$ cat src/rtl/wbuf_pkg.sv
package wbuf_pkg;
    localparam int ADDR_W = 12;
    localparam int DATA_W = 32;
    localparam int LANES  = 4;
    localparam int DEPTH  = 4;
    localparam int LANE_W = $clog2(LANES);
    localparam int BLK_W  = ADDR_W - LANE_W;
    localparam int PTR_W  = $clog2(DEPTH);
    localparam int CNT_W  = $clog2(DEPTH + 1);

    typedef struct packed {
        logic                          live;
        logic [BLK_W-1:0]              blk;
        logic [LANES-1:0]              mask;
        logic [LANES-1:0][DATA_W-1:0]  data;
    } wb_entry_t;

    typedef enum logic [1:0] {
        ARB_IDLE,
        ARB_WR,
        ARB_RD,
        ARB_RWAIT
    } arb_state_t;

    function automatic logic [BLK_W-1:0] blk_of(input logic [ADDR_W-1:0] a);
        return a[ADDR_W-1:LANE_W];
    endfunction

    function automatic logic [LANE_W-1:0] lane_of(input logic [ADDR_W-1:0] a);
        return a[LANE_W-1:0];
    endfunction
endpackage

$ cat src/rtl/wbuf_entries.sv
module wbuf_entries
    import wbuf_pkg::*;
(
    input  logic              clk,
    input  logic              rst,
    input  logic              st_valid,
    input  logic [ADDR_W-1:0] st_addr,
    input  logic [DATA_W-1:0] st_data,
    output logic              st_ready,
    input  logic              lock_head,
    input  logic              pop,
    input  logic [BLK_W-1:0]  probe_blk,
    output logic              probe_hit,
    output wb_entry_t         head_ent,
    output logic [CNT_W-1:0]  occ
);
    wb_entry_t         slot [DEPTH];
    logic [PTR_W-1:0]  head_q, tail_q;
    logic [DEPTH-1:0]  merge_vec, probe_vec;
    logic [PTR_W-1:0]  merge_idx;
    logic              merge_hit, accept, alloc;
    logic [BLK_W-1:0]  st_blk;
    logic [LANE_W-1:0] st_lane;
    wb_entry_t         fresh;

    assign st_blk  = blk_of(st_addr);
    assign st_lane = lane_of(st_addr);

    // One comparator pair per entry: merge target and read overlap
    for (genvar g = 0; g < DEPTH; g++) begin : g_cmp
        logic at_head;
        assign at_head      = lock_head && (head_q == PTR_W'(g));
        assign merge_vec[g] = slot[g].live && (slot[g].blk == st_blk) && !at_head;
        assign probe_vec[g] = slot[g].live && (slot[g].blk == probe_blk);
    end

    always_comb begin
        merge_idx = '0;
        for (int i = 0; i < DEPTH; i++) begin
            if (merge_vec[i]) merge_idx = PTR_W'(i);
        end
    end

    assign merge_hit = |merge_vec;
    assign probe_hit = |probe_vec;
    assign st_ready  = merge_hit || (occ != CNT_W'(DEPTH));
    assign accept    = st_valid && st_ready;
    assign alloc     = accept && !merge_hit;
    assign head_ent  = slot[head_q];

    always_comb begin
        fresh               = '0;
        fresh.live          = 1'b1;
        fresh.blk           = st_blk;
        fresh.mask[st_lane] = 1'b1;
        fresh.data[st_lane] = st_data;
    end

    always_ff @(posedge clk) begin
        if (rst) begin
            for (int i = 0; i < DEPTH; i++) slot[i] <= '0;
            head_q <= '0;
            tail_q <= '0;
            occ    <= '0;
        end else begin
            if (pop) begin
                slot[head_q].live <= 1'b0;
                head_q            <= head_q + 1'b1;
            end
            if (accept) begin
                if (merge_hit) begin
                    slot[merge_idx].mask[st_lane] <= 1'b1;
                    slot[merge_idx].data[st_lane] <= st_data;
                end else begin
                    slot[tail_q] <= fresh;
                    tail_q       <= tail_q + 1'b1;
                end
            end
            occ <= occ + CNT_W'(alloc) - CNT_W'(pop);
        end
    end
endmodule

$ cat src/rtl/wbuf_arb.sv
module wbuf_arb
    import wbuf_pkg::*;
(
    input  logic       clk,
    input  logic       rst,
    input  logic       rd_pend,
    input  logic       rd_block,
    input  logic       buf_empty,
    input  logic       mem_ready,
    input  logic       mem_rvalid,
    output arb_state_t state,
    output logic       pop,
    output logic       rd_done
);
    arb_state_t nxt;

    always_comb begin
        nxt = state;
        unique case (state)
            ARB_IDLE: begin
                if (rd_pend && !rd_block) nxt = ARB_RD;
                else if (!buf_empty)      nxt = ARB_WR;
            end
            ARB_WR:    if (mem_ready)  nxt = ARB_IDLE;
            ARB_RD:    if (mem_ready)  nxt = ARB_RWAIT;
            ARB_RWAIT: if (mem_rvalid) nxt = ARB_IDLE;
            default:   nxt = ARB_IDLE;
        endcase
    end

    assign pop     = (state == ARB_WR) && mem_ready;
    assign rd_done = (state == ARB_RWAIT) && mem_rvalid;

    always_ff @(posedge clk) begin
        if (rst) state <= ARB_IDLE;
        else     state <= nxt;
    end
endmodule

$ cat src/rtl/merge_wbuf.sv
module merge_wbuf
    import wbuf_pkg::*;
(
    input  logic                    clk,
    input  logic                    rst,
    input  logic                    st_valid,
    input  logic [ADDR_W-1:0]       st_addr,
    input  logic [DATA_W-1:0]       st_data,
    output logic                    st_ready,
    input  logic                    rd_req,
    input  logic [ADDR_W-1:0]       rd_addr,
    output logic                    rd_rsp_valid,
    output logic [DATA_W-1:0]       rd_rsp_data,
    output logic                    mem_valid,
    output logic                    mem_write,
    output logic [ADDR_W-1:0]       mem_addr,
    output logic [LANES*DATA_W-1:0] mem_wdata,
    output logic [LANES-1:0]        mem_wmask,
    input  logic                    mem_ready,
    input  logic                    mem_rvalid,
    input  logic [DATA_W-1:0]       mem_rdata
);
    arb_state_t        state;
    wb_entry_t         head_ent;
    logic [CNT_W-1:0]  occ;
    logic              pop, rd_done, probe_hit, rd_block, wr_sel;
    logic              rd_pend;
    logic [ADDR_W-1:0] rd_addr_q;

    wbuf_entries u_ent (
        .clk       (clk),
        .rst       (rst),
        .st_valid  (st_valid),
        .st_addr   (st_addr),
        .st_data   (st_data),
        .st_ready  (st_ready),
        .lock_head (state == ARB_WR),
        .pop       (pop),
        .probe_blk (blk_of(rd_addr_q)),
        .probe_hit (probe_hit),
        .head_ent  (head_ent),
        .occ       (occ)
    );

    // A store landing in the same cycle also blocks the read
    assign rd_block = probe_hit || (st_valid && (blk_of(st_addr) == blk_of(rd_addr_q)));

    wbuf_arb u_arb (
        .clk        (clk),
        .rst        (rst),
        .rd_pend    (rd_pend),
        .rd_block   (rd_block),
        .buf_empty  (occ == '0),
        .mem_ready  (mem_ready),
        .mem_rvalid (mem_rvalid),
        .state      (state),
        .pop        (pop),
        .rd_done    (rd_done)
    );

    always_ff @(posedge clk) begin
        if (rst) begin
            rd_pend      <= 1'b0;
            rd_addr_q    <= '0;
            rd_rsp_valid <= 1'b0;
            rd_rsp_data  <= '0;
        end else begin
            if (rd_done)                rd_pend <= 1'b0;
            else if (rd_req && !rd_pend) begin
                rd_pend   <= 1'b1;
                rd_addr_q <= rd_addr;
            end
            rd_rsp_valid <= rd_done;
            if (rd_done) rd_rsp_data <= mem_rdata;
        end
    end

    assign wr_sel    = (state == ARB_WR) && head_ent.live;
    assign mem_valid = wr_sel || (state == ARB_RD);
    assign mem_write = wr_sel;
    assign mem_addr  = wr_sel ? {head_ent.blk, {LANE_W{1'b0}}} : rd_addr_q;
    assign mem_wdata = head_ent.data;
    assign mem_wmask = wr_sel ? head_ent.mask : '0;
endmodule

$ cat config.mk
export PLATFORM = sky130hd
export DESIGN_NAME = merge_wbuf
export DESIGN_NICKNAME = d
export VERILOG_FILES = /design/src/rtl/wbuf_pkg.sv /design/src/rtl/wbuf_entries.sv /design/src/rtl/wbuf_arb.sv /design/src/rtl/merge_wbuf.sv
export SDC_FILE = /design/constraint.sdc
export NUM_CORES = 1
export LEC_CHECK = 0
export CELL_PAD_IN_SITES_DETAIL_PLACEMENT = 0
export CELL_PAD_IN_SITES_GLOBAL_PLACEMENT = 1
export CORE_MARGIN = 5
export CORE_UTILIZATION = 53
export DETAILED_ROUTE_END_ITERATION = 16
export DONT_BUFFER_PORTS = 1
export MAX_ROUTING_LAYER = met4
export PLACE_DENSITY = 0.84
export SLEW_MARGIN = 20
export SYNTH_ARGS = -nofsm -noshare
export SYNTH_HDL_FRONTEND = slang
export SYNTH_SLANG_ARGS = --single-unit
$ cat constraint.sdc
create_clock -name clk -period 5.77 [get_ports clk]
set_input_delay 0.2885 -clock clk [delete_from_list [all_inputs] [get_ports clk]]
set_output_delay 0.2885 -clock clk [all_outputs]
set_load 0.005 [all_outputs]
; ---- After elaboration in Yosys (flattened, before gate mapping)
; Memories as Yosys holds them, arrays and structs flattened. A register that Yosys moved wholly into a read port is not among the register bits.
; Cells that the tools add are included.
; Widths: inputs -> output; s select.
[classes]
n_mux = 40
eq_ne = 20
add_sub_neg = 4
reduce_logical = 47
n_bitwise = 3
magnitude_cmp = 2
[op_table]
columns = cell, count
row1 = $mux 143, 3
row2 = $reduce_or 143->1, 3
row3 = $mux 133, 2
row4 = $and 128x128->128, 1
row5 = $mux 128, 1
row6 = $eq 10x10->1, 9
row7 = $demux 32 s2, 1
row8 = $mux 32, 1
row9 = $mux 2, 13
row10 = $logic_and 1x1->1, 25
row11 = $mux 1, 14
row12 = $mux 12, 1
row13 = $eq 2x2->1 const B, 4
row14 = $mux 4, 2
row15 = $pmux 2 s4, 1
row16 = $reduce_or 4->1, 2
row17 = $logic_not 1->1, 7
row18 = $ne 2x2->1 const B, 3
row19 = $ne 3x3->1 const B, 2
row20 = $add 2x1->2 const B, 2
row21 = $eq 2x1->1 const B, 2
row22 = $logic_not 2->1, 2
row23 = $reduce_and 2->1, 2
row24 = $reduce_and 4->1, 1
row25 = other kinds (9), 12
[word_totals]
input_bits = 94
ff_bits = 55
output_inout_bits = 180
memories = 1
word_cells = 125
mem_bits_rw = 572
[mem_list]
columns = memory, words, word_bits, read_ports, rd_clocked_by_memory_dff, write_ports, line
row1 = u_ent.slot, 4, 143, 5, 1, 4, wbuf_entries.sv:17  ; wb_entry_t slot [DEPTH];

; ---- Depth between registers and ports, before layout
; Gate-level depths: netlist (run 1).
[depth]
word_depth = 13
ltp_mapped = 13
depth_no_buf = 13

; ---- Hierarchy
; From an unflattened synthesis (run 1), not the netlist that was laid out.
[unflattened]
cells_unflattened = 2015
area_unflattened_um2 = 27968.1
[modules_own_cells]
columns = mod, cells_each, instances, seq_area_each_um2, area_per_inst_um2
row1 = wbuf_entries, 1817, 1, 17356.6, 25928.6
row2 = merge_wbuf, 186, 1, 920.9, 1924.3
row3 = wbuf_arb, 12, 1, 40.0, 115.1

; ---- Least setup slack after synthesis (run 1)
; Ideal clock, no wire load.
[synth_timing]
path_type = reg-to-reg
from = register u_ent.head_q[1]
to = memory u_ent.slot[0][0] in the netlist's numbering (enable)
path_slack_ns = 1.396
setup_ns = 0.469
arrival_time_ns = 3.905
synth_period_minus_slack_ns = 4.374
path_buffers = 0
stages_incl_launch_ff = 9
required_time_ns = 5.301
cell_sequence = dfxtp_1 -> inv_1 -> ha_1 -> nand3b_1 -> nand4_1 -> or3_1 -> nand4b_2 -> mux2i_1 -> o21ai_0
[synth_lines]
columns = item, line
row1 = start: declaration, wbuf_entries.sv:18  ; logic [PTR_W-1:0] head_q, tail_q;
row2 = start signal: assignment, wbuf_entries.sv:68  ; head_q <= head_q + 1'b1;
row3 = end: declaration, wbuf_entries.sv:17

==> results of run 1 <==
-- per-stage QoR --
stage / total power, mW / setup slack [ns] / hold WS, ns / util, % / cells
after floorplan: 6.30 / 1.40 / 0.424 / - / 2038
after global placement: 6.65 / 2.25 / 0.363 / 55.0 / 2607
after detailed placement: 6.68 / 2.19 / 0.364 / 55.0 / 2608
after CTS: 10.8 / 1.98 / 0.000566 / 60.7 / 2816
after global routing: 11.0 / 1.80 / 0.0236 / 60.8 / 2822
final: 10.7 / 2.09 / 0.0260 / 60.8 / 2829
-- per-layer routing --
layer	GRT usage, %	part of all wire (%)	up-vias
li1	-	-	7423
met1	37.8	38	8655
met2	40.9	47	1035
met3	6.81	12	118
met4	8.16	3.0	0
met5	-	0	-
-- registers in the layout, indices dropped and copies added (netlist names), named ones only --
| signal | cells |
|---|---|
| u_arb.state | 2 |
| rd_addr_q | 12 |
| u_ent.occ | 3 |
| rd_rsp_data | 32 |
| u_ent.tail_q | 2 |
| u_ent.slot | 572 |
| u_ent.head_q | 2 |
| rd_pend | 1 |
| rd_rsp_valid | 1 |
-- cell families (layout without fill, tap and decap cells) --
logic type               after synthesis  after routing  synth area share [%]
AO/OA/AOI/OAI                         81             81                  1.68
XOR/XNOR                              92             92                  2.92
adder cells (fa/ha/maj)                7              7                 0.345
buffers and inverters                155            253                  2.53
flip-flops                           629            629                  66.5
multiplexers                         158            158                  12.3
other                                  0             13                     0
AND/OR/NAND/NOR                      916            916                  13.8
-- synthesized netlist by cell type (11+ instances only) --
cell type / number / area (um2)
clkbuf_1: 67 / 251
buf_2: 56 / 280
xnor2_1: 87 / 762
nand2_1: 228 / 856
nor3_1: 14 / 70.1
and2_1: 45 / 282
nand4_1: 34 / 213
buf_1: 12 / 45.0
o21ai_0: 19 / 95.1
dfxtp_1: 57 / 1140
a21oi_1: 47 / 235
mux4_2: 143 / 3220
nor2_1: 548 / 2060
buf_4: 12 / 90.1
mux2_2: 11 / 124
edfxtp_1: 572 / 17200
-- timing repair --
item                                    in CTS  in global routing
endpoints found under the setup margin       0                  0
hold buffers                                90                  0
hold endpoints to repair                   565                  0
-- worst max-delay path: cells and delay by family, from the launching register on --
kind,cells,cell delay [ns]
buffers and inverters,2,1.23
DFF,1,0.70
muxes,1,0.66
-- layout make-up --
type | count | area, um2 | area share [%]
flip-flops and latches | 629 | 18300 | 58.6
multi-input cells | 1254 | 8750 | 28.0
clock buffers | 87 | 1810 | 5.78
repair buffers | 127 | 1250 | 3.99
well taps | 680 | 851 | 2.72
clock inverters | 31 | 220 | 0.704
diodes | 13 | 32.5 | 0.104
inverters | 8 | 30.0 | 0.0961
-- report_power, final --
group	switching, mW	leakage (nW)	total (mW)	internal (mW)
combinational	0.821	2.86	1.30	0.483
clock	1.74	0.997	4.01	2.27
sequential	0.150	6.41	5.38	5.23
total	2.71	10.3	10.7	7.98
-- worst max path at each step --
stage / to / slack (ns) / depth (start not counted)
finish: mem_wdata[63] / 2.09 / 3
global route: mem_wdata[32] / 1.80 / 3
CTS: mem_wdata[32] / 1.98 / 3
detailed placement: u_ent.slot[2][48]$_SDFFCE_PN0P_ / 2.19 / 10
global placement: u_ent.slot[2][48]$_SDFFCE_PN0P_ / 2.25 / 10
floorplan: u_ent.slot[0][0]$_SDFFCE_PN0P_ / 1.40 / 8
==> run summary, run 1 <==
area of placed instances: 28300 um2
drt total wl: 76.0 mm
Fillers: 3768
synthesized cell area: 27600 um2
reg2reg setup slack: 2.13 ns
Root Driver: clkbuf_16
DR pass1 iterations: 5
Yosys cell types: 43
share of cells above drive strength 1: 14.9%
die width: 238 um
syn_area_per_cell: 13.5 um2
Vias/cell: 6.09
WP data required: 5.48 ns
ys flop type: edfxtp_1
asr flop ratio synth: 0%
leading cell type in the layout, fill and taps excluded: edfxtp_1
Final min period: 3.68 ns
Crit-path slowest cell: dfxtp_4
skew final: 0.0327 ns
vias in the first global route: 16900
number of enable flip-flop cells after synthesis: 572
area grow syn2layout: 13.5%
setup TNS: 0 ns
commonest non-fill, non-tap cells in the layout: edfxtp_1, nor2_1, nand2_1
PD cells: 342 nW/um2
Final Cycle Share: 63.8%
TritonCTS Buffers: 66
RSZ-0062 raised after global routing: no
I/O pin count: 274
global-route wire length before repair: 112 mm
Critical R2R Launch: u_ent.head_q[1]$_SDFFE_PP0P_
warning count from the yosys run: 0
Final Max Slew Viols: 0
run status: complete, no violations
Core Region: 51400 um2
total track usage: 27.3%
Iter 0 DRT Violations: 2290
largest net degree at the start of global routing: 137
Final ANT Viol Nets: 0
register bit total from synthesis: 629
routability cong.: 0.919
fin nets: 2187
Design Area, Final: 31300 um2
CP peak stage delay: 0.70 ns
row cnt: 83
worst path cell trace: buf_12 -> buf_4 -> mux4_2
CP Capture Type: output pin
Starting Density: 53.6%
Setup CP Type: flop to output pin
DR vias: 17200
max frequency: 0.272 GHz
worst hold path depth: 2
WHS Endpoint: u_ent.slot[2][131]$_SDFFCE_PN0P_
Leak: 10.3 nW
Startpoint Class: flop
sequential share of the synthesized area: 66.5%
port buffer count: 0
hpwl dp: 45.8 mm
Critical Path AT: 3.39 ns
DRC violations left: 0
die height: 238 um
worst-case reg-to-reg path depth: 10
Max-slew headroom: 20.0%
Mapped Cells: 2038
# H-tree levels: 3
area of the die: 56600 um2
max cap viols: 0
antenna violations before repair: 7
post-synth net total: 2139
CTS tree: built
maximum vdd ir drop: 0.000259 V
Hold Path Class: input pin to flop
CTS sink cnt: 629
CTS max path bufs: 3
Wirelength per Cell: 26.9 um
Hold Violations, Final: 0
global route overflow: 0
Crit Path Max Fanout: 88
min-delay src: st_addr[1]
Worst R2R End: u_ent.slot[2][82]$_SDFFCE_PN0P_
postcts setup bufs: 0
clock latency at the later pin of the worst-skew pair: 0.60 ns
post_cts resized: 0
CTS clk-pin slew, worst paths: 0.06 ns
Worst-Margin Slew: 1.20 ns
final-report setup violation count: 0
No activity file was read; power rests on OpenSTA's default activity.
==> run 2: changes to the inputs <==
Settings changed: ABC_AREA set to 1, CORE_UTILIZATION 53 to 50.
Clock period 5.77 ns to 3.8 ns, I/O delays scaled along.
==> run 2 against run 1 <==
- register-to-register slack worse by 1.7 ns
- clock power up 62%
- synthesized area up 3.9%
- cell area up 3.5%
- combinational power up 140%
- via count up 32%
- sequential share of layout area down 2.0 points
- sequential power up 55%
- die area up 9.7%
- setup slack worse by 1.9 ns
- worst hold slack worse by 0.0042 ns
- non-clock buffer count up 10
- critical endpoint is now mem_wdata[3]
- largest cell class unchanged
==> run summary, run 2 <==
DRC violations left: 0
Max-slew headroom: 35.2%
Root Driver: clkbuf_16
Fillers: 4857
postcts setup bufs: 0
pre-CTS WS: 0.546 ns
syn_area_per_cell: 9.76 um2
hold_buf cts: 90
Final ANT Viol Nets: 0
Hold Path Class: input pin to flop
CTS max path bufs: 3
row cnt: 87
global route overflow: 0
commonest non-fill, non-tap cells in the layout: nor2_1, edfxtp_1, o21ai_0
Core Util, Final: 57.2%
asr flop ratio synth: 0%
Leak: 12.8 nW
warning count from the yosys run: 0
DR vias: 22800
P_sw: 5.34 mW
Yosys cell types: 43
area of the die: 62200 um2
Critical Path AT: 3.39 ns
met3 Use GR: 7.35%
CTS clk-pin slew, worst paths: 0.05 ns
I/O pin count: 274
CTS tree: built
Wirelength per Cell: 25.8 um
routability cong.: 0.950
Setup CP Type: flop to output pin
Largest regs: u_ent.slot: 572 flops, rd_rsp_data: 32 flops, rd_addr_q: 12 flops
CTS sink cnt: 629
run status: complete, no violations
ys flop type: edfxtp_1
Mapped Cells: 2933
Iter 0 DRT Violations: 2533
share of the synthesized area in the top cell type: 60.0%
fin nets: 3053
share of cells above drive strength 1: 6.26%
# H-tree levels: 3
Seq pwr share: 46.5%
Pint: 12.6 mW
post-synth net total: 3034
number of enable flip-flop cells after synthesis: 572
Core Region: 56600 um2
Sw Share: 29.8%
TritonCTS Buffers: 68
met1 GRT Util: 39.0%
PD cells: 554 nW/um2
port buffer count: 0
Starting Density: 50.6%
Final WS setup: 0.225 ns
post_cts resized: 0
clock latency at the later pin of the worst-skew pair: 0.61 ns
RSZ-0062 raised after global routing: no
final-report setup violation count: 0
synthesized cell area: 28600 um2
Worst-Margin Slew: 0.972 ns
hpwl dp: 59.1 mm
vias in the first global route: 21500
total track usage: 31.2%
Clk pwr share: 36.1%
post-placement cell count: 3548
WP data required: 3.61 ns
Startpoint Class: flop
die height: 249 um
count leader, synth: nor2_1
Synth area leaders: edfxtp_1, nor2_1, o21ai_0
area grow syn2layout: 13.0%
Comb pwr share: 17.3%
max reg flops: 572
global-route wire length before repair: 143 mm
fin cells: 3791
Crit Path Max Fanout: 198
skew final: 0.0247 ns
largest net degree at the start of global routing: 199
Hold Violations, Final: 0
antenna violations before repair: 12
Vias/cell: 6.00
leading cell type in the layout, fill and taps excluded: nor2_1
maximum vdd ir drop: 0.000370 V
die width: 249 um
Final Cycle Share: 94.1%
met2 Use GR: 48.8%
Commonest cells post-synth: nor2_1, edfxtp_1, o21ai_0
register bit total from synthesis: 629
drt total wl: 97.9 mm
DR pass1 iterations: 5
Synth area leader: edfxtp_1
max cap viols: 0
GR peak layer: met2
Final Max Slew Viols: 0
setup TNS: 0 ns
max frequency: 0.280 GHz
CP Capture Type: output pin
sequential share of the synthesized area: 64.0%
Final min period: 3.58 ns
Biggest register: u_ent.slot
## run 2: cell count changes in the layout (fill, tap and decap cells not counted), moves of 80 or more
cell	previous run	this run
inv_1	8	142
mux4_2	143	0
nor2_1	547	887
o21ai_0	3	395
o22ai_1	1	136
xnor2_1	87	7
## run 2: cells by family after synthesis
kind of cell / synth area share, %
AO/OA/AOI/OAI: 11.2
XOR/XNOR: 0.673
flip-flops: 64.0
AND/OR/NAND/NOR: 18.8
buffers and inverters: 4.95
adder cells (fa/ha/maj): 0.332
## run 2: layout make-up
class                      instances  area [um2]  area share, %
sequential                       629       18300           56.6
inverter                         160         618           1.91
clock buffer                      87        1840           5.67
tap                              756         946           2.92
antenna                           31        77.6          0.240
clock inverter                    35         309          0.955
multi-input combinational       1956        8910           27.6
timing repair buffer             137        1330           4.11
## run 2: metrics by stage
| step | total power [mW] | cell area, um2 | hold slack (ns) |
|---|---|---|---|
| 2_1_floorplan | 10.3 | 28600 | 0.293 |
| 3_3_place_gp | 11.4 | 29200 | 0.268 |
| 3_5_place_dp | 11.4 | 29200 | 0.272 |
| 4_1_cts | 18.0 | 32300 | 0.000370 |
| 5_1_grt | 18.6 | 32300 | 0.0114 |
| 6_report | 17.9 | 32400 | 0.0218 |
## run 2: power groups by stage
stage,Combinational (mW),Clock [mW],Sequential [mW]
floorplan,1.97,0,8.36
global placement,2.90,0,8.45
detailed placement,2.96,0,8.47
CTS,3.10,6.54,8.33
global route,3.37,6.82,8.37
finish,3.10,6.48,8.34
## run 2: path summary, 6_finish.rpt
path,slack [ns],end,cells after the start,start
worst max-delay path,0.22,mem_wdata[3],4,flop
worst min-delay path,0.02,u_ent.slot[0][7]$_SDFFCE_PN0P_,2,st_data[7]
worst max register to register,0.47,u_ent.slot[0][132]$_SDFFCE_PN0P_,13,u_ent.head_q[0]$_SDFFE_PP0P_
worst min register to register,0.47,rd_addr_q[0]$_SDFFE_PP0P_,2,rd_addr_q[0]$_SDFFE_PP0P_
## run 2: metal layers
layer | up-vias | share of wire, %
met2 | 1213 | 48
met3 | 217 | 10
met4 | 0 | 4.9
li1 | 10100 | -
met5 | - | 0
met1 | 11200 | 37
## run 2: worst max-delay path, cell delays in order, from the launching register on
cell and delay (ns):
dfxtp_4 0.39, buf_12 0.63, buf_4 0.84, o21ai_0 0.21, o22ai_1 0.60
